$ cat src/rtl/vbs_pkg.sv
// Package: shared types for the vertical-blank status block.
// Assumes: a single-bit status flag; update causes are encoded here so
// every submodule agrees on their meaning.
package vbs_pkg;

    // Next-state cause selected for the status flag on one video-clock edge.
    typedef enum logic [1:0] {
        FLAG_HOLD  = 2'd0,
        FLAG_SET   = 2'd1,
        FLAG_CLEAR = 2'd2
    } flag_cause_e;

    // Priority resolution: end-of-blanking, then read clear, then set.
    function automatic flag_cause_e resolve_cause(input logic end_blank,
                                                  input logic rd_clear,
                                                  input logic start_blank);
        if (end_blank || rd_clear) begin
            return FLAG_CLEAR;
        end
        if (start_blank) begin
            return FLAG_SET;
        end
        return FLAG_HOLD;
    endfunction

endpackage

$ cat src/rtl/vbs_phase_detect.sv
// Module: vbs_phase_detect
// Turns the processor bus phase, sampled on the video clock, into two
// one-edge pulses: capture (first edge with phi2 high, status selected)
// and clear (first edge with phi2 low again for a read in progress).
// Assumes: phi2 and rd_sel are synchronous to clk; rd_sel is meaningful
// on the edge phi2 is first seen high.
module vbs_phase_detect (
    input  logic clk,
    input  logic rst_n,
    input  logic phi2,
    input  logic rd_sel,
    output logic cap_pulse,
    output logic clr_pulse
);

    logic phi2_q;
    logic rd_act;

    // Capture on the rising phase edge, clear on the falling one.
    always_comb begin
        cap_pulse = phi2 & ~phi2_q & rd_sel;
        clr_pulse = ~phi2 & phi2_q & rd_act;
    end

    // Previous sampled phase for edge detection.
    always_ff @(posedge clk) begin
        if (!rst_n) begin
            phi2_q <= 1'b0;
        end else begin
            phi2_q <= phi2;
        end
    end

    // Marks a status read between its capture and its clear.
    always_ff @(posedge clk) begin
        if (!rst_n) begin
            rd_act <= 1'b0;
        end else if (cap_pulse) begin
            rd_act <= 1'b1;
        end else if (clr_pulse) begin
            rd_act <= 1'b0;
        end
    end

    assert_read_closed_R4: assert property (@(posedge clk) disable iff (!rst_n)
        clr_pulse |=> !rd_act);

    assert_capture_opens_R3: assert property (@(posedge clk) disable iff (!rst_n)
        cap_pulse |=> rd_act);

    assert_no_read_unselected_R8: assert property (@(posedge clk) disable iff (!rst_n)
        (!rd_act && !rd_sel) |=> !rd_act);

endmodule

$ cat src/rtl/vbs_flag_reg.sv
// Module: vbs_flag_reg
// Holds the vertical-blank status flag. End-of-blanking and read clear
// both beat the set strobe when they land on the same edge.
// Assumes: all inputs are single-edge strobes synchronous to clk.
module vbs_flag_reg
    import vbs_pkg::*;
(
    input  logic clk,
    input  logic rst_n,
    input  logic start_blank,
    input  logic end_blank,
    input  logic rd_clear,
    output logic flag
);

    flag_cause_e cause;

    // Select this edge's update cause by fixed priority.
    always_comb begin
        cause = resolve_cause(end_blank, rd_clear, start_blank);
    end

    // Flag state register.
    always_ff @(posedge clk) begin
        if (!rst_n) begin
            flag <= 1'b0;
        end else begin
            case (cause)
                FLAG_SET:   flag <= 1'b1;
                FLAG_CLEAR: flag <= 1'b0;
                default:    flag <= flag;
            endcase
        end
    end

    assert_end_clears_R2: assert property (@(posedge clk) disable iff (!rst_n)
        end_blank |=> !flag);

    assert_set_lands_R1: assert property (@(posedge clk) disable iff (!rst_n)
        (start_blank && !end_blank && !rd_clear) |=> flag);

    assert_clear_wins_R4: assert property (@(posedge clk) disable iff (!rst_n)
        rd_clear |=> !flag);

    assert_reset_flag_R9: assert property (@(posedge clk)
        !rst_n |=> !flag);

endmodule

$ cat src/rtl/vbs_read_buffer.sv
// Module: vbs_read_buffer
// One-bit buffer loaded with the flag on the read's capture edge; its
// content is what the data bus returns.
// Assumes: capture is a one-edge pulse; flag is the pre-edge value.
module vbs_read_buffer (
    input  logic clk,
    input  logic rst_n,
    input  logic capture,
    input  logic flag,
    output logic buf_q
);

    // Load the buffer only on a capture edge.
    always_ff @(posedge clk) begin
        if (!rst_n) begin
            buf_q <= 1'b0;
        end else if (capture) begin
            buf_q <= flag;
        end
    end

    assert_capture_value_R3: assert property (@(posedge clk) disable iff (!rst_n)
        capture |=> buf_q == $past(flag));

    assert_buffer_holds_R8: assert property (@(posedge clk) disable iff (!rst_n)
        !capture |=> $stable(buf_q));

    assert_reset_buffer_R9: assert property (@(posedge clk)
        !rst_n |=> !buf_q);

endmodule

$ cat src/rtl/vblank_status_unit.sv
// Module: vblank_status_unit (top)
// Vertical-blank status flag with read buffer and active-low NMI request.
// Assumes: all inputs synchronous to the video clock; the NMI request is
// combinational from flag and enable so enable changes act at once.
module vblank_status_unit (
    input  logic clk,
    input  logic rst_n,
    input  logic blank_start,
    input  logic blank_end,
    input  logic nmi_en,
    input  logic rd_sel,
    input  logic phi2,
    output logic rd_data,
    output logic nmi_n
);

    logic cap_pulse;
    logic clr_pulse;
    logic flag;

    vbs_phase_detect u_phase (
        .clk       (clk),
        .rst_n     (rst_n),
        .phi2      (phi2),
        .rd_sel    (rd_sel),
        .cap_pulse (cap_pulse),
        .clr_pulse (clr_pulse)
    );

    vbs_flag_reg u_flag (
        .clk         (clk),
        .rst_n       (rst_n),
        .start_blank (blank_start),
        .end_blank   (blank_end),
        .rd_clear    (clr_pulse),
        .flag        (flag)
    );

    vbs_read_buffer u_buf (
        .clk     (clk),
        .rst_n   (rst_n),
        .capture (cap_pulse),
        .flag    (flag),
        .buf_q   (rd_data)
    );

    // Interrupt request follows flag AND enable with no register.
    always_comb begin
        nmi_n = ~(flag & nmi_en);
    end

    assert_nmi_needs_enable_R6: assert property (@(posedge clk) disable iff (!rst_n)
        !nmi_en |-> nmi_n);

    assert_nmi_fall_cause_R6: assert property (@(posedge clk) disable iff (!rst_n)
        $fell(nmi_n) |-> nmi_en);

    assert_reset_nmi_R9: assert property (@(posedge clk)
        !rst_n |=> nmi_n);

endmodule

$ cat config.mk
export PLATFORM = sky130hd
export DESIGN_NAME = vblank_status_unit
export DESIGN_NICKNAME = d
export VERILOG_FILES = /design/src/rtl/vbs_pkg.sv /design/src/rtl/vbs_phase_detect.sv /design/src/rtl/vbs_flag_reg.sv /design/src/rtl/vbs_read_buffer.sv /design/src/rtl/vblank_status_unit.sv
export SDC_FILE = /design/constraint.sdc
export NUM_CORES = 1
export LEC_CHECK = 0
export BUFFER_PORTS_ARGS = -buffer_cell sky130_fd_sc_hd__clkbuf_2
export CAP_MARGIN = 15
export CORE_AREA = 10 10 47 49
export CTS_CLUSTER_DIAMETER = 50
export CTS_CLUSTER_SIZE = 8
export DETAILED_ROUTE_END_ITERATION = 10
export DIE_AREA = 0 0 57 59
export GPL_TIMING_DRIVEN = 0
export PLACE_DENSITY = 0.31
export SYNTH_ARGS = -nofsm -noshare
export SYNTH_HDL_FRONTEND = slang
export SYNTH_HIERARCHICAL = 1
export SYNTH_SLANG_ARGS = --single-unit
$ cat constraint.sdc
create_clock -name clk -period 1.9 [get_ports clk]
set_input_delay 0.19 -clock clk [delete_from_list [all_inputs] [get_ports clk]]
set_output_delay 0.19 -clock clk [all_outputs]
set_load 0.02 [all_outputs]
==> out/results.env, run 1 <==
FINALNETCOUNT=37
SYNTHESIS.NETS=24
SYNTH_WARNINGS=6
NUMCTSBUFFERS=3
MAX_SLEW_MARGIN_PCT=88.5
CTS_NUM_SINKS=4
CLOCKBUFFERDEPTH=2
ARRIVAL_PS=790
DIE-HEIGHT_UM=59
WL_PER_CELL_UM=9.61
PLACED_CELLS_INCL_TAPS=41
CRITPATHCAPTURETYPE='output pin'
POSTCTSSETUPREPAIRBUFS=0
REQUIRED_PS=1710
FF2FF_SETUP_SLACK_PS=970
FINAL_TOTAL_NEGATIVE_SETUP_SLACK_PS=0
DETAILROUTE.VIA_COUNT=154
COMPLEX_GATE_FRACTION_OF_THE_SYNTHESIZED_AREA_PCT=3.08
CRITICALPATHCATEGORY='reg -> out'
SYNTH_SIMPLE_GATE_AREA_SHARE_PCT=41.5
GRT_ANTENNA_BEFORE_REPAIR=0
FIN_AREA_UM2=245
SYNTH-XOR-AREA-SHARE_PCT=0
VIAS_PER_CELL=3.50
DRV_SLEW=0
FIRST_ITER_VIOLATIONS=1
GRT_START_MAX_NET_PINS=6
SYNTH_ADDER_AREA_SHARE_PCT=0
GRT_PASS1_WL_UM=724
FINAL_HOLD_VIOL_COUNT=0
CRITPATHCAPTURE='nmi_n'
CLOCK-SKEW-FINAL_PS=0.294
WORSTHOLDPATHTYPE='in -> reg'
ANTENNADIODECOUNT=0
TIGHTESTPINTRANSITION_PS=172
NUMPORTBUFFERS=8
INITIAL_CORE_UTIL_PCT=11.6
FINAL_PERIOD_MINUS_WORST_SETUP_SLACK_PS=985
FINISH.CELL_COUNT_WITHOUT_FILLERS=44
PLACE_CONGESTION=0.647
DETAIL_ROUTE.FIRST_PASS.ITERATIONS=4
TIMING.RR.START='u_phase/phi2_q'
SYNTH.YOSYS.SEQ_AREA_SHARE_PCT=49.2
IRDROPWORSTVDD_V=0.000294
DETAILED_PLACE.AREA_UM2=223
GRT-OVFL-TOTAL=0
SETUP_VIOL=0
DIE_AREA_UM2=3360
CTS.HOLD.BUFFERS_ADDED=0
START_KIND='flop'
ACHIEVABLE_CLOCK_FREQUENCY_MHz=1020
NETLIST_INSTANCES=17
POST_ROUTE_CELLS_DRIVE_ABOVE_1_SHARE_PCT=42.9
SYN_TO_FINAL_GROWTH_PCT=50.8
ROW_COUNT=14
YOSYS-MUX-AREA-FRACTION_PCT=6.15
POST_CTS.RESIZED_INSTANCES=0
PATH_MAX_FANOUT=3
WORST-R2R-CELL-COUNT=3
COREAREA_UM2=1400
WORST_R2R_ENDPOINT='u_flag/flag'
DRCVIOLATIONCOUNT=0
POST_SYNTH_NUM_CELL_TYPES=9
DETAILEDPLACE.WORSTSLACK_PS=971
H_TREE_DEPTH=1
FIRST_GLOBAL_VIAS=170
GRT_UTIL_ALL_LAYERS_PCT=3.15
OUTCOME='complete, no violations'
POST_SYNTHESIS_REGISTER_BIT_COUNT=4
DIEWIDTH_UM=57
DETAIL-ROUTE-ANTENNA-NETS=0
TRITONCTS='yes'
POST-ROUTE-PERIOD-UTIL_PCT=51.8
CRIT_PATH_START='u_flag/flag'
CLK_PIN_SLEW_PS=40
SYNTHESIS.AREA_UM2=163
CLK_ROOT_BUFFER_CELL='clkbuf_4'
RSZ_0062_RAISED_AFTER_GLOBAL_ROUTING='no'
SYNTH_TOP_FAMILY_BY_AREA='simple AND/OR/NAND/NOR gates'
POSTROUTEWIRELENGTH_UM=423
MAXCAP_VIOL_COUNT=0
IOS=9
POWER.DENSITY_nW_PER_UM2=869
WORST_SKEW_PAIR.LATE_LATENCY_PS=230
FIN_WS_PS=915
SYNTH_AREA_PER_CELL_UM2=9.57
LEAKAGE_uW=0.000107
-- worst min path at each step --
stage,from,to,slack (ps),cells past startpoint
after global placement,blank_end,u_flag/flag,370,2
after floorplan,blank_end,u_flag/flag,260,1
after global routing,blank_end,u_flag/flag,130,2
after detailed placement,blank_end,u_flag/flag,370,2
after CTS,blank_end,u_flag/flag,130,2
final,blank_end,u_flag/flag,140,2
-- cells by family after synthesis --
group            Yosys count
flip-flops                 4
AND/OR/NAND/NOR           11
multiplexers               1
AO/OA/AOI/OAI              1
-- flip-flops by register name, summed over array words and instances, names as in the netlist --
name,count
u_buf/buf_q,1
u_phase/rd_act,1
u_flag/flag,1
u_phase/phi2_q,1
-- cell type report --
cell class	count	area, µm²
clock buffer	3	22.5
fill	167	1160
multi-input combinational	13	82.6
sequential	4	80.1
tap	16	20.0
timing repair buffer	8	40.0
-- synth_stat cells --
cell / count / area [µm²]
and2_1: 2 / 12.5
nand4b_1: 1 / 8.76
nor2b_1: 2 / 12.5
nor2_1: 2 / 7.51
mux2i_1: 1 / 10.0
nand2_1: 3 / 11.3
nor4b_2: 1 / 15.0
dfxtp_1: 4 / 80.1
o21ai_1: 1 / 5.00
-- per-stage QoR --
stage,util (%),total power (µW),hold WS (ps)
2_1_floorplan,-,101,264
3_3_place_gp,15.9,111,374
3_5_place_dp,15.9,112,374
4_1_cts,17.5,221,127
5_1_grt,17.5,231,133
6_report,17.5,213,141
-- placed cells by master, fill, tap and decap left out --
cell	count
nand4b_1	1
nor2_1	2
o21ai_1	1
dfxtp_1	4
and2_1	2
nand2_1	3
nor4b_2	1
clkbuf_4	3
nor2b_1	2
clkbuf_2	8
mux2i_1	1
-- where the power goes --
group / switching [µW] / internal (µW)
logic: 9.18 / 10.3
registers: 2.29 / 88.6
clock network: 32.2 / 70.5
-- critical path: stages, from the launching register on --
cell and delay [ps]:
dfxtp_1 350, nand2_1 60, clkbuf_2 150
-- routing by layer --
| layer | part of all wire (%) | vias to the layer above | track usage, % |
|---|---|---|---|
| met3 | 18 | 0 | 5.36 |
| li1 | - | 83 | - |
| met4 | 0 | 0 | 0 |
| met5 | 0 | - | 0 |
| met2 | 26 | 11 | 2.79 |
| met1 | 55 | 60 | 3.56 |
Note: power is estimated with default switching activity, not from simulation.
==> run 2, diff against run 1 <==
--- a/config.mk
+++ b/config.mk
@@ -5,6 +5,7 @@
 export SDC_FILE = /design/constraint.sdc
 export NUM_CORES = 1
 export LEC_CHECK = 0
+export ABC_AREA = 1
 export BUFFER_PORTS_ARGS = -buffer_cell sky130_fd_sc_hd__clkbuf_2
 export CAP_MARGIN = 15
 export CORE_AREA = 10 10 47 49
@@ -13,7 +14,7 @@
 export DETAILED_ROUTE_END_ITERATION = 10
 export DIE_AREA = 0 0 57 59
 export GPL_TIMING_DRIVEN = 0
-export PLACE_DENSITY = 0.31
+export PLACE_DENSITY = 0.33
 export SYNTH_ARGS = -nofsm -noshare
 export SYNTH_HDL_FRONTEND = slang
 export SYNTH_HIERARCHICAL = 1
==> constraint.sdc (replaced) <==
create_clock -name clk -period 0.85 [get_ports clk]
set_input_delay 0.085 -clock clk [delete_from_list [all_inputs] [get_ports clk]]
set_output_delay 0.085 -clock clk [all_outputs]
set_load 0.02 [all_outputs]
==> run 2 against run 1 <==
  * Total power increased by 140%
  * Sequential cell count unchanged
  * Count of clock-buffer cells in the layout unchanged
  * Worst hold slack got worse by 65 ps
  * Final cell count increased by 23%
  * Core utilization increased by 2.9 points
  * Clock power increased by 130%
  * Non-clock buffer count increased by 1
  * Sequential share of layout area decreased by 4.1 points
  * Critical path depth unchanged
  * Design area increased by 16%
  * Critical path type unchanged
==> out/results.env, run 2 <==
IRDROPWORSTVDD_V=0.000463  # was 0.000294 V
SYNTH.YOSYS.SEQ_AREA_SHARE_PCT=45.4  # was 49.2%
FF_LATCH_AREA_UM2=81.3  # was 80.1 µm²
DETAILEDPLACE.WORSTSLACK_PS=38.2  # was 971 ps
FINAL_TOTAL_NEGATIVE_SETUP_SLACK_PS=0  # unchanged
VIAS_PER_CELL=3.30  # was 3.50
YOSYS.AREA.TOP_TYPE='dfxtp_1'  # unchanged
NUMPORTBUFFERS=8  # unchanged
SYNTHESIS.AREA_UM2=176  # was 163 µm²
CRITPATHCAPTURETYPE='output pin'  # unchanged
FINAL_HOLD_VIOL_COUNT=0  # unchanged
CTS_NUM_SINKS=4  # unchanged
FIN_AREA_UM2=285  # was 245 µm²
COREAREA_UM2=1400  # unchanged
FINISH.CELL_COUNT_WITHOUT_FILLERS=54  # was 44
FILLERS=166  # was 167
SYNTH_TOP_AREA_SHARE_PCT=45.4  # was 49.2%
CLK_PIN_SLEW_PS=40  # about the same
POST_SYNTH_NUM_CELL_TYPES=8  # was 9
GRT-OVFL-TOTAL=0  # unchanged
ANTENNADIODECOUNT=0  # unchanged
MULTI_INPUT_COMB_AREA_UM2=77.6  # was 82.6 µm²
MAX_SLEW_MARGIN_PCT=92.4  # was 88.5%
ACHIEVABLE_CLOCK_FREQUENCY_MHz=1210
DETAILED_PLACE.AREA_UM2=236  # was 223 µm²
DETAIL_ROUTE.FIRST_PASS.ITERATIONS=1  # was 4
NUMCTSBUFFERS=3  # unchanged
FINAL_PERIOD_MINUS_WORST_SETUP_SLACK_PS=824
FIRST_ITER_VIOLATIONS=0  # was 1
NETLIST_INSTANCES=26  # was 17
POSTROUTEWIRELENGTH_UM=423  # unchanged
SYNTH_WARNINGS=6  # unchanged
SYNTHESIS.NETS=33  # was 24
ROW_COUNT=14  # unchanged
REQUIRED_PS=760  # was 1710 ps
POST_SYNTHESIS_REGISTER_BIT_COUNT=4  # unchanged
GRT_UTIL_ALL_LAYERS_PCT=2.68  # was 3.15%
PLACED_CELLS_INCL_TAPS=50  # was 41
CLOCK-SKEW-FINAL_PS=0.608  # was 0.294 ps
MOST-COMMON-LAYOUT-CELLS='7 x clkbuf_2, 7 x inv_1, 5 x nor2_1'  # was 8 x clkbuf_2, 4 x dfxtp_1, 3 x nand2_1, 3 x clkbuf_4
SYNTH_AREA_LEADERS='dfxtp_1 45%, inv_1 15%, nand2_1 11%'  # was dfxtp_1 49%, nor4b_2 9.2%, and2_1 7.7%
START_KIND='flop'  # unchanged
PLACE_HPWL_UM=349
WORSTHOLDPATHTYPE='in -> reg'  # unchanged
PLACE_CONGESTION=0.671  # was 0.647
WORST_SKEW_PAIR.LATE_LATENCY_PS=230  # about the same
YOSYSMOSTFREQUENTCELL='inv_1'  # was dfxtp_1
DIE_AREA_UM2=3360  # unchanged
SYNTHARSTFLOPSHARE_PCT=0  # unchanged
FINALNETCOUNT=47  # was 37
DIE-HEIGHT_UM=59  # unchanged
SYNTH_AREA_PER_CELL_UM2=6.79  # was 9.57 µm²
PATH_MAX_FANOUT=2  # was 3
RSZ_0062_RAISED_AFTER_GLOBAL_ROUTING='yes'  # was no
DOMINANTREGCELLSYNTH='dfxtp_1'  # unchanged
GRT_PASS1_WL_UM=655  # was 724 µm
DIEWIDTH_UM=57  # unchanged
FIRST_GLOBAL_VIAS=171  # was 170
FIN_WS_PS=26.0  # was 915 ps
TRITONCTS='yes'  # unchanged
INITIAL_CORE_UTIL_PCT=12.6  # was 11.6%
LEAKAGE_uW=0.000152  # was 0.000107 µW
CLOCKBUFFERDEPTH=2  # unchanged
POWER.DENSITY_nW_PER_UM2=1790  # was 869 nW/µm²
POST_ROUTE_CELLS_DRIVE_ABOVE_1_SHARE_PCT=50.0  # was 42.9%
H_TREE_DEPTH=1  # unchanged
NETLIST_TOP_CELLS_COUNT='7 x inv_1, 5 x nand2_1, 5 x nor2_1, 4 x dfxtp_1, 2 x nand2_2'  # was 4 x dfxtp_1, 3 x nand2_1, 2 x and2_1, 2 x nor2_1, 2 x nor2b_1
OUTCOME='complete, no violations'  # unchanged
GRT_ANTENNA_BEFORE_REPAIR=0  # unchanged
DETAIL-ROUTE-ANTENNA-NETS=0  # unchanged
DRCVIOLATIONCOUNT=0  # unchanged
WL_PER_CELL_UM=7.83  # was 9.61 µm
MAXCAP_VIOL_COUNT=0  # unchanged
CRITICALPATHCATEGORY='reg -> out'  # unchanged
DRV_SLEW=0  # unchanged
DETAILROUTE.VIA_COUNT=178  # was 154
CLK_ROOT_BUFFER_CELL='clkbuf_4'  # unchanged
POST-ROUTE-PERIOD-UTIL_PCT=96.9
ARRIVAL_PS=740  # was 790 ps
TIGHTESTPINTRANSITION_PS=114  # was 172 ps
IOS=9  # unchanged
SYNTH-EDFF-COUNT=0  # unchanged
GRT_START_MAX_NET_PINS=5  # was 6
SYN_TO_FINAL_GROWTH_PCT=61.7  # was 50.8%
TIMING.HOLD.WS_PS=76.0  # was 141 ps
SETUP_VIOL=0  # unchanged
## run 2: stage by stage
stage,total power (µW),util [%]
global route,544,20.4
global placement,268,16.9
floorplan,242,-
detailed placement,267,16.9
CTS,522,19.7
finish,510,20.4
## run 2: per-layer routing
layer	share of wire (%)	wire (µm)	global-route usage, %
met5	0	0	0
met4	0	0	3.02
met3	16	68	3.00
met2	36	152	2.48
met1	48	202	2.73
## run 2: path summary, 6_finish.rpt
path / cells after the start / slack, ps / startpoint / end
worst max register to register: 6 / 70 / u_phase/phi2_q / u_buf/buf_q
worst min-delay path: 4 / 80 / blank_end / u_flag/flag
worst min register to register: 2 / 470 / u_phase/rd_act / u_phase/rd_act
worst max-delay path: 2 / 30 / u_flag/flag / nmi_n
## run 2: logic make-up (layout without fill, tap and decap cells)
kind of cell	count (synthesis)	after routing	synth area share, %
flops	4	4	45.4
compound gates	1	1	4.97
buf+inv	7	19	14.9
simple gates	14	14	34.8
## run 2: final cells by class
class	count	share of cell area (%)
clock buffer	3	7.89
inverter	7	9.21
tap	16	7.02
multi-input combinational	15	27.2
sequential	4	28.5
timing repair buffer	9	20.2
## run 2: power by group
group          switching, µW  internal [µW]  total (µW)  leakage [µW]
clock                   78.6            158         237     0.0000138
combinational           35.0           32.3        67.3      0.000105
sequential              6.23            200         206     0.0000334
## run 2: what timing repair did
item | 4_1_cts | 5_1_grt
pin swaps | 0 | 0
buffers inserted | 1 | 0
hold buffers | 0 | 0
setup endpoints to repair | 1 | 2
resized for setup | 3 | 3
## run 2: critical path, stage by stage, from the launching register on
cell and delay [ps]:
dfxtp_2 330, nand2_2 60, buf_8 120
==> run 3, diff against run 2 <==
--- a/config.mk
+++ b/config.mk
@@ -5,7 +5,6 @@
 export SDC_FILE = /design/constraint.sdc
 export NUM_CORES = 1
 export LEC_CHECK = 0
-export ABC_AREA = 1
 export BUFFER_PORTS_ARGS = -buffer_cell sky130_fd_sc_hd__clkbuf_2
 export CAP_MARGIN = 15
 export CORE_AREA = 10 10 47 49
@@ -14,7 +13,7 @@
 export DETAILED_ROUTE_END_ITERATION = 10
 export DIE_AREA = 0 0 57 59
 export GPL_TIMING_DRIVEN = 0
-export PLACE_DENSITY = 0.33
+export PLACE_DENSITY = 0.32
 export SYNTH_ARGS = -nofsm -noshare
 export SYNTH_HDL_FRONTEND = slang
 export SYNTH_HIERARCHICAL = 1
==> run 3 against run 2 <==
  * Count of clock-buffer cells in the layout unchanged
  * First-iteration DRC count grew 2
  * Worst hold slack worse by 58 ps
  * Clock skew barely moved
  * Register-to-register slack worse by 110 ps
  * Highest routed layer is now met4
  * Via count decreased by 7.9%
  * Routed wire length is 2.6% higher
  * Core utilization is 2.6 points lower
  * Critical path type is now reg -> reg
  * Clock power about the same
  * The run now ends with setup timing left
  * Final cell count down 19%
  * Sequential power hardly changed
  * Critical endpoint is now u_flag/flag
==> out/results.env, run 3 (synthesis results as in run 1) <==
OUTCOME='finished with violations'  # was complete, no violations
VIOLATIONS='setup timing'
GRT-OVFL-TOTAL=0  # unchanged
POSTROUTEWIRELENGTH_UM=434  # was 423 µm
START_KIND='flop'  # unchanged
TIGHTESTPINTRANSITION_PS=169  # was 114 ps
SHARE_CLK_OF_TOTAL_POWER_PCT=49.2  # was 46.4%
FIN_AREA_UM2=249  # was 285 µm²
MAXCAP_VIOL_COUNT=0  # unchanged
FINAL_TOTAL_NEGATIVE_SETUP_SLACK_PS=-59.2  # was 0 ps
CLK_ROOT_BUFFER_CELL='clkbuf_4'  # unchanged
ACHIEVABLE_CLOCK_FREQUENCY_MHz=1120  # was 1210 MHz
DIE-HEIGHT_UM=59  # unchanged
CLK_PIN_SLEW_PS=40  # about the same
CRITPATHCAPTURETYPE='flop'  # was output pin
IOS=9  # unchanged
COREAREA_UM2=1400  # unchanged
MOST-COMMON-LAYOUT-CELLS='6 x clkbuf_2, 3 x nand2_1, 3 x clkbuf_4, 3 x dfxtp_1'  # was 7 x clkbuf_2, 7 x inv_1, 5 x nor2_1
DETAILROUTE.VIA_COUNT=164  # was 178
GRT_START_MAX_NET_PINS=6  # was 5
PLACED_CELLS_INCL_TAPS=41  # was 50
P_COMB_SHARE_PCT=9.1  # was 13.2%
REQUIRED_PS=1010  # was 760 ps
NUMCTSBUFFERS=3  # unchanged
POWER.SWITCHING_FRACTION_PCT=21.9  # was 23.5%
DRCVIOLATIONCOUNT=0  # unchanged
FIN_WS_PS=-39.3  # was 26.0 ps
DESIGN_POWER_TOTAL_uW=487  # was 510 µW
POWER.NET_SWITCHING_uW=106  # was 120 µW
FINISH.CELL_COUNT_WITHOUT_FILLERS=44  # was 54
WORST_SKEW_PAIR.LATE_LATENCY_PS=240  # was 230 ps
RSZ_0062_RAISED_AFTER_GLOBAL_ROUTING='yes'  # unchanged
FINAL_HOLD_VIOL_COUNT=0  # unchanged
FINALNETCOUNT=37  # was 47
CTS_NUM_SINKS=4  # unchanged
PATH_MAX_FANOUT=3  # was 2
H_TREE_DEPTH=1  # unchanged
DRV_SLEW=0  # unchanged
FIRST_GLOBAL_VIAS=159  # was 171
NUMPORTBUFFERS=8  # unchanged
ANTENNADIODECOUNT=0  # unchanged
DIE_AREA_UM2=3360  # unchanged
PLACE_CONGESTION=0.715  # was 0.671
LEAKAGE_uW=0.000106  # was 0.000152 µW
DETAIL_ROUTE.FIRST_PASS.ITERATIONS=4  # was 1
INTERNAL_CELL_POWER_uW=380  # was 390 µW
WL_PER_CELL_UM=9.86  # was 7.83 µm
FIRST_ITER_VIOLATIONS=2  # was 0
SYN_TO_FINAL_GROWTH_PCT=53.1  # was 61.7%
FINAL_PERIOD_MINUS_WORST_SETUP_SLACK_PS=889  # was 824 ps
DETAIL-ROUTE-ANTENNA-NETS=0  # unchanged
CLOCK-SKEW-FINAL_PS=0.968  # was 0.608 ps
GRT_ANTENNA_BEFORE_REPAIR=0  # unchanged
MAX_SLEW_MARGIN_PCT=88.7  # was 92.4%
CRITICALPATHCATEGORY='reg -> reg'  # was reg -> out
INITIAL_CORE_UTIL_PCT=11.6  # was 12.6%
GRT_UTIL_ALL_LAYERS_PCT=3.42  # was 2.68%
FINAL_COMMON_CELL='clkbuf_2'
DETAILED_PLACE.AREA_UM2=223  # was 236 µm²
POST_ROUTE_CELLS_DRIVE_ABOVE_1_SHARE_PCT=46.4  # was 50.0%
CTS.HOLD.BUFFERS_ADDED=0  # unchanged
ARRIVAL_PS=1040  # was 740 ps
ROW_COUNT=14  # unchanged
CLOCKBUFFERDEPTH=2  # unchanged
POWER.DENSITY_nW_PER_UM2=1950  # was 1790 nW/µm²
DIEWIDTH_UM=57  # unchanged
POST-ROUTE-PERIOD-UTIL_PCT=105  # was 96.9%
TRITONCTS='yes'  # unchanged
SETUP_VIOL=2  # was 0
WORSTHOLDPATHTYPE='in -> reg'  # unchanged
GRT_PASS1_WL_UM=759  # was 655 µm
POSTCTSSETUPREPAIRBUFS=0  # was 1
SEQUENTIALPOWERSHARE_PCT=41.7  # was 40.4%
VIAS_PER_CELL=3.73  # was 3.30
IRDROPWORSTVDD_V=0.000514  # was 0.000463 V
DETAILEDPLACE.WORSTSLACK_PS=-47.9  # was 38.2 ps
-- run 3: cell types whose count changed in the layout (fill, tap and decap cells not counted), moves of 2 or more --
| cell | before | now |
|---|---|---|
| nor2b_1 | 0 | 2 |
| nand2_2 | 3 | 0 |
| inv_1 | 7 | 0 |
| nor2_1 | 5 | 2 |
| and2_1 | 0 | 2 |
-- run 3: worst max-delay path, stage by stage (launching register included) --
cell and delay (ps):
dfxtp_2 310, nor2b_1 130, and2_1 140, nor4b_2 220
-- run 3: per-layer routing --
| layer | GRT usage [%] | vias to the layer above | wire length [µm] |
|---|---|---|---|
| li1 | - | 79 | - |
| met2 | 2.79 | 12 | 105 |
| met3 | 5.58 | 5 | 110 |
| met5 | 0 | - | 0 |
| met4 | 3.02 | 0 | 14 |
| met1 | 3.09 | 68 | 203 |
-- run 3: power by group through the flow --
stage | combinational (µW) | clock (µW) | sequential, µW
2_1_floorplan | 19.9 | 0 | 206
3_3_place_gp | 42.1 | 0 | 205
3_5_place_dp | 44.3 | 0 | 206
4_1_cts | 44.8 | 254 | 203
5_1_grt | 48.8 | 265 | 204
6_report | 44.1 | 240 | 203
-- run 3: final cells by class --
class	count	area, µm²
Fill cell	176	1150
Multi-Input combinational cell	13	82.6
Sequential cell	4	81.3
Timing Repair Buffer	8	42.5
Clock buffer	3	22.5
Tap cell	16	20.0
-- run 3: worst paths after layout --
path	from	end	slack, ps	cells after the start
max reg2reg	u_phase/phi2_q	u_flag/flag	-40	3
min	blank_end	u_flag/flag	20	2
max	u_phase/phi2_q	u_flag/flag	-40	3
min reg2reg	u_phase/rd_act	u_phase/rd_act	450	2
-- run 3: per-stage QoR --
step                utilization, %  hold WS, ps
floorplan                        -          156
global placement              15.9          266
detailed placement            15.9          264
CTS                           17.5         11.8
global route                  17.8         19.0
finish                        17.8         18.4
-- run 3: timing repair --
item                                    in CTS  in global routing
gates resized for setup                      0                  4
endpoints found under the setup margin       2                  4
gates cloned                                 0                  0
hold endpoints to repair                     0                  0
